$ cat src/rtl/frac_uart_pkg.sv
package frac_uart_pkg;

  localparam int unsigned PHASE_W   = 16;
  localparam int unsigned CHAR_BITS = 8;

  // One accumulator step: {carry, new phase}
  function automatic logic [PHASE_W:0] phase_step(input logic [PHASE_W-1:0] acc,
                                                  input logic [PHASE_W-1:0] frac);
    return {1'b0, acc} + {1'b0, frac};
  endfunction

endpackage

$ cat src/rtl/frac_bit_timer.sv
module frac_bit_timer #(
  parameter int unsigned INT_W  = 16,
  parameter int unsigned FRAC_W = frac_uart_pkg::PHASE_W
) (
  input  logic              clk,
  input  logic              rst_n,
  input  logic              load,
  input  logic              active,
  input  logic [INT_W-1:0]  div_int,
  input  logic [FRAC_W-1:0] div_frac,
  output logic              bit_end
);
  import frac_uart_pkg::*;

  localparam int unsigned CNT_W = INT_W + 1;

  logic [INT_W-1:0]  int_q;
  logic [FRAC_W-1:0] frac_q;
  logic [FRAC_W-1:0] acc_q;
  logic [CNT_W-1:0]  cnt_q;

  logic [FRAC_W:0]   step;
  logic [INT_W-1:0]  next_int;
  logic [CNT_W-1:0]  next_cnt;

  assign bit_end  = active && (cnt_q == '0);
  assign next_int = load ? div_int : int_q;
  assign step     = phase_step(load ? '0 : acc_q, load ? div_frac : frac_q);
  assign next_cnt = {1'b0, next_int} + CNT_W'(step[FRAC_W]) - CNT_W'(1);

  always_ff @(posedge clk or negedge rst_n) begin
    if (!rst_n) begin
      int_q  <= '0;
      frac_q <= '0;
      acc_q  <= '0;
      cnt_q  <= '0;
    end else if (load) begin
      int_q  <= div_int;
      frac_q <= div_frac;
      acc_q  <= step[FRAC_W-1:0];
      cnt_q  <= next_cnt;
    end else if (bit_end) begin
      acc_q  <= step[FRAC_W-1:0];
      cnt_q  <= next_cnt;
    end else if (active) begin
      cnt_q  <= cnt_q - CNT_W'(1);
    end
  end
endmodule

$ cat src/rtl/frame_shifter.sv
module frame_shifter #(
  parameter int unsigned DATA_W = frac_uart_pkg::CHAR_BITS
) (
  input  logic              clk,
  input  logic              rst_n,
  input  logic              load,
  input  logic [DATA_W-1:0] data,
  input  logic              bit_end,
  output logic              line,
  output logic              busy,
  output logic              frame_done
);
  localparam int unsigned IDX_W = $clog2(DATA_W + 2);
  localparam logic [IDX_W-1:0] STOP_IDX = IDX_W'(DATA_W + 1);
  localparam logic [IDX_W-1:0] LAST_DATA = IDX_W'(DATA_W);

  logic [DATA_W-1:0] sr_q;
  logic [IDX_W-1:0]  idx_q;

  assign frame_done = bit_end && (idx_q == STOP_IDX);

  always_ff @(posedge clk or negedge rst_n) begin
    if (!rst_n) begin
      sr_q  <= '0;
      idx_q <= '0;
      line  <= 1'b1;
      busy  <= 1'b0;
    end else if (load) begin
      sr_q  <= data;
      idx_q <= '0;
      line  <= 1'b0;
      busy  <= 1'b1;
    end else if (bit_end) begin
      if (idx_q == STOP_IDX) begin
        busy <= 1'b0;
        line <= 1'b1;
      end else if (idx_q == LAST_DATA) begin
        line  <= 1'b1;
        idx_q <= idx_q + IDX_W'(1);
      end else begin
        line  <= sr_q[0];
        sr_q  <= sr_q >> 1;
        idx_q <= idx_q + IDX_W'(1);
      end
    end
  end
endmodule

$ cat src/rtl/frac_uart_tx.sv
module frac_uart_tx #(
  parameter int unsigned INT_W  = 16,
  parameter int unsigned FRAC_W = frac_uart_pkg::PHASE_W,
  parameter int unsigned DATA_W = frac_uart_pkg::CHAR_BITS
) (
  input  logic              clk,
  input  logic              rst_n,
  input  logic [INT_W-1:0]  div_int,
  input  logic [FRAC_W-1:0] div_frac,
  input  logic [DATA_W-1:0] tx_data,
  input  logic              tx_valid,
  output logic              tx_ready,
  output logic              tx_line
);
  logic frame_start;
  logic bit_end;
  logic frame_done;
  logic busy;

  assign tx_ready    = !busy;
  assign frame_start = tx_valid && tx_ready;

  frac_bit_timer #(.INT_W(INT_W), .FRAC_W(FRAC_W)) timer_i (
    .clk      (clk),
    .rst_n    (rst_n),
    .load     (frame_start),
    .active   (busy),
    .div_int  (div_int),
    .div_frac (div_frac),
    .bit_end  (bit_end)
  );

  frame_shifter #(.DATA_W(DATA_W)) shifter_i (
    .clk        (clk),
    .rst_n      (rst_n),
    .load       (frame_start),
    .data       (tx_data),
    .bit_end    (bit_end),
    .line       (tx_line),
    .busy       (busy),
    .frame_done (frame_done)
  );
endmodule

$ cat config.mk
export PLATFORM = sky130hd
export DESIGN_NAME = frac_uart_tx
export DESIGN_NICKNAME = d
export VERILOG_FILES = /design/src/rtl/frac_uart_pkg.sv /design/src/rtl/frac_bit_timer.sv /design/src/rtl/frame_shifter.sv /design/src/rtl/frac_uart_tx.sv
export SDC_FILE = /design/constraint.sdc
export NUM_CORES = 1
export LEC_CHECK = 0
export ABC_AREA = 1
export BUFFER_PORTS_ARGS = -buffer_cell sky130_fd_sc_hd__buf_2
export CORE_MARGIN = 1
export CORE_UTILIZATION = 58
export CTS_CLUSTER_DIAMETER = 40
export DETAILED_ROUTE_END_ITERATION = 10
export PLACE_DENSITY = 0.89
export SYNTH_ARGS = -nofsm -noshare
export SYNTH_HDL_FRONTEND = slang
export SYNTH_SLANG_ARGS = --single-unit
$ cat constraint.sdc
create_clock -name clk -period 7.6 [get_ports clk]
set_input_delay 0.76 -clock clk [delete_from_list [all_inputs] [get_ports clk]]
set_output_delay 0.76 -clock clk [all_outputs]
set_load 0.05 [all_outputs]
==> impl_metrics.toml <==
[setup_path]
cp-start-kind = "primary input"
crit_path_cell_trace = "buf_2, inv_2, nor2_4, buf_4, nor2_1, ha_1, fa_1, nand2_1, a21oi_1, nand3_1, nand2_1, nand3_1, nand2_1, a21oi_1, ha_1, ha_1, nand2_2, nor3_2, nand2_1, nand2_1, nand3_1, nand2_1, nand2_1"
worstReg2RegStart = "shifter_i.busy$_DFFE_PN0P_"
reg2reg_slack_ns = 3.53
critPathKind = "in2reg"
rr_worst_depth = 21
critical_path.most_common_cell = "nand2_1"
slowest_delay_ns = 0.44
required_ns = 7.86
critPathMaxFanout = 37
cp-endpoint = "timer_i.cnt_q[14]$_DFFE_PN0P_"
end_kind = "flip-flop"
arrival_ns = 4.54
rr_endpoint = "timer_i.cnt_q[14]$_DFFE_PN0P_"
critPathSlowestCell = "buf_4"
critPathLaunch = "tx_valid"

[final_layout]
multi_input_area_sq_um = 2810
fin_util_pct = 65.4
drive_gt1_share_pct = 11.2
layout.nets = 859
final_common_cell = "nand2_1"
mostFrequentLayoutCells = "nand2_1, inv_1, dfrtp_1, nor2_1, nand3_1"
area_delta_synth_final_pct = 9.52
fillers = 744
num_antenna_cells = 0
seqCellArea_sq_um = 1980

[yosys]
mappedNetlistArea_sq_um = 5200
ys_seq_elements = 79
synth_nets = 822
avgSynthCellArea_sq_um = 6.88
ys_types = 38
syn_inst = 756
synthFlopType = "dfrtp_1"
async_flop_share_pct = 100
synth_edf_count = 0
synth-seq-area-share_pct = 38.0
ys.warnings.count = 0

[routing]
drtIter0Drc = 304
ant_nets = 0
drt-vias-per-instance = 5.55
wl_microns = 13200
num_vias = 5029
route.detailed.drc = 0
routedWlPerCell_microns = 14.6
firstDrtPassIters = 5

[clock_tree]
insertion_delay_ns = 0.37
clock_sinks = 79
numCtsBuffers = 9
max-clock-path-buffers = 2
cts_tree = "built"
htree_levels = 3
root_buffer = "clkbuf_8"
clk_pin_slew_worst_paths_ns = 0.08
cts_resized = 0
hold_buffers = 0
post_cts_buffers = 0

[power_and_ir_drop]
p_leak_nw = 3.06
p_total_mw = 1.51
ir_drop_uv = 122
powerDensity_nw_per_um2 = 265

[global_routing]
grt_pass1_vias = 5104
grt_max_degree = 80
grt_util_all_layers_pct = 29.6
grt_pass1_wl_microns = 22400
antenna_found_initial = 0
grt_overflow = 0

[sta]
finalSetupViolations = 0
max_freq_mhz = 234
clock_skew_ns = 0.00929
worst_slack_ns = 3.32
rsz0062_at_grt = "false"
drv_slew = 0
finalSetupTns_ns = 0
min_period_ns = 4.28
hold_violations = 0
fin_hold_ws_ns = 0.482
worst_pin_slew_ns = 1.00
fin_crit_sh_pct = 56.3
relSlewSlack_pct = 33.1

[floorplan]
die_h_microns = 96.7
io-pin-count = 45
initial_utilization_pct = 59.7
rows = 34
dieArea_sq_um = 9350
die_w_microns = 96.7
coreArea_sq_um = 8720

[worst_hold_path]
hold_class = "reg2reg"
worstHoldPathCells = 2

[placed_design]
dp_hpwl_microns = 9350
port_buffers = 44
routabilityCongestion = 1.01
dp_slack_ns = 2.96

[job]
drv_cap = 0

[outcome]
status = "finished, final reports clean"
[layer usage]
metal,part of all wire (%),global-route usage (%),up-vias
li1,-,-,2472
met1,42,34.9,2348
met2,50,53.0,173
met3,5.2,3.90,36
met4,3.2,14.1,0
met5,0,0,-
[stage by stage]
stage | area [sq um] | std cells
finish | 5700 | 906
detailed placement | 5480 | 890
global route | 5700 | 906
floorplan | 5200 | 756
CTS | 5700 | 906
global placement | 5480 | 890
[cell type report]
cell class,count,area share (%)
Clock buffer,10,2.24
Clock inverter,6,1.62
Inverter,83,5.47
Multi-Input combinational cell,573,49.3
Sequential cell,79,34.7
Tap cell,108,2.37
Timing Repair Buffer,47,4.30
[critical path: cells and delay by family]
kind,cells,cell delay [ns]
AO/OA/AOI/OAI,2,0.27
adder cells (fa/ha/maj),4,1.11
buffers and inverters,3,0.80
AND/OR/NAND/NOR,14,1.55
[cells by family (layout without fill, tap and decap cells)]
family / count (synthesis) / after routing / share of synthesized area (%)
flip-flops: 79 / 79 / 38.0
AND/OR/NAND/NOR: 453 / 453 / 36.6
AO/OA/AOI/OAI: 78 / 78 / 8.42
adder cells (fa/ha/maj): 23 / 23 / 5.67
XOR/XNOR: 19 / 19 / 3.20
buffers and inverters: 104 / 146 / 8.10
[power by group]
group	internal (mW)	switching, mW
sequential	0.514	0.0717
clock	0.187	0.170
combinational	0.214	0.353
[state kept, by name (all words and copies together), names as in the netlist]
| register | cells |
|---|---|
| timer_i.acc_q | 16 |
| timer_i.frac_q | 16 |
| timer_i.int_q | 16 |
| shifter_i.line | 1 |
| shifter_i.sr_q | 8 |
| shifter_i.busy | 1 |
| shifter_i.idx_q | 4 |
| timer_i.cnt_q | 17 |
[Yosys cell counts (all sizes together) (6+ instances only)]
cell | number | area [sq um]
buf | 17 | 95.1
inv | 83 | 312
dfrtp | 78 | 1950
xnor2 | 6 | 52.6
nand2 | 276 | 1050
or2 | 9 | 56.3
o211ai | 10 | 75.1
nor2 | 83 | 337
o21ai | 39 | 195
xor2 | 13 | 114
nand3 | 74 | 388
ha | 22 | 275
a21oi | 19 | 95.1
[worst min path at each step]
stage | slack [ns] | startpoint | end
floorplan | 0.45 | timer_i.frac_q[11]$_DFF_PN0_ | timer_i.frac_q[11]$_DFF_PN0_
global placement | 0.46 | timer_i.acc_q[11]$_DFFE_PN0P_ | timer_i.acc_q[11]$_DFFE_PN0P_
detailed placement | 0.47 | timer_i.acc_q[13]$_DFFE_PN0P_ | timer_i.acc_q[13]$_DFFE_PN0P_
CTS | 0.48 | shifter_i.line$_DFFE_PN1P_ | shifter_i.line$_DFFE_PN1P_
global route | 0.50 | shifter_i.line$_DFFE_PN1P_ | shifter_i.line$_DFFE_PN1P_
finish | 0.48 | shifter_i.line$_DFFE_PN1P_ | shifter_i.line$_DFFE_PN1P_
Note: power is estimated with default switching activity, not from simulation.
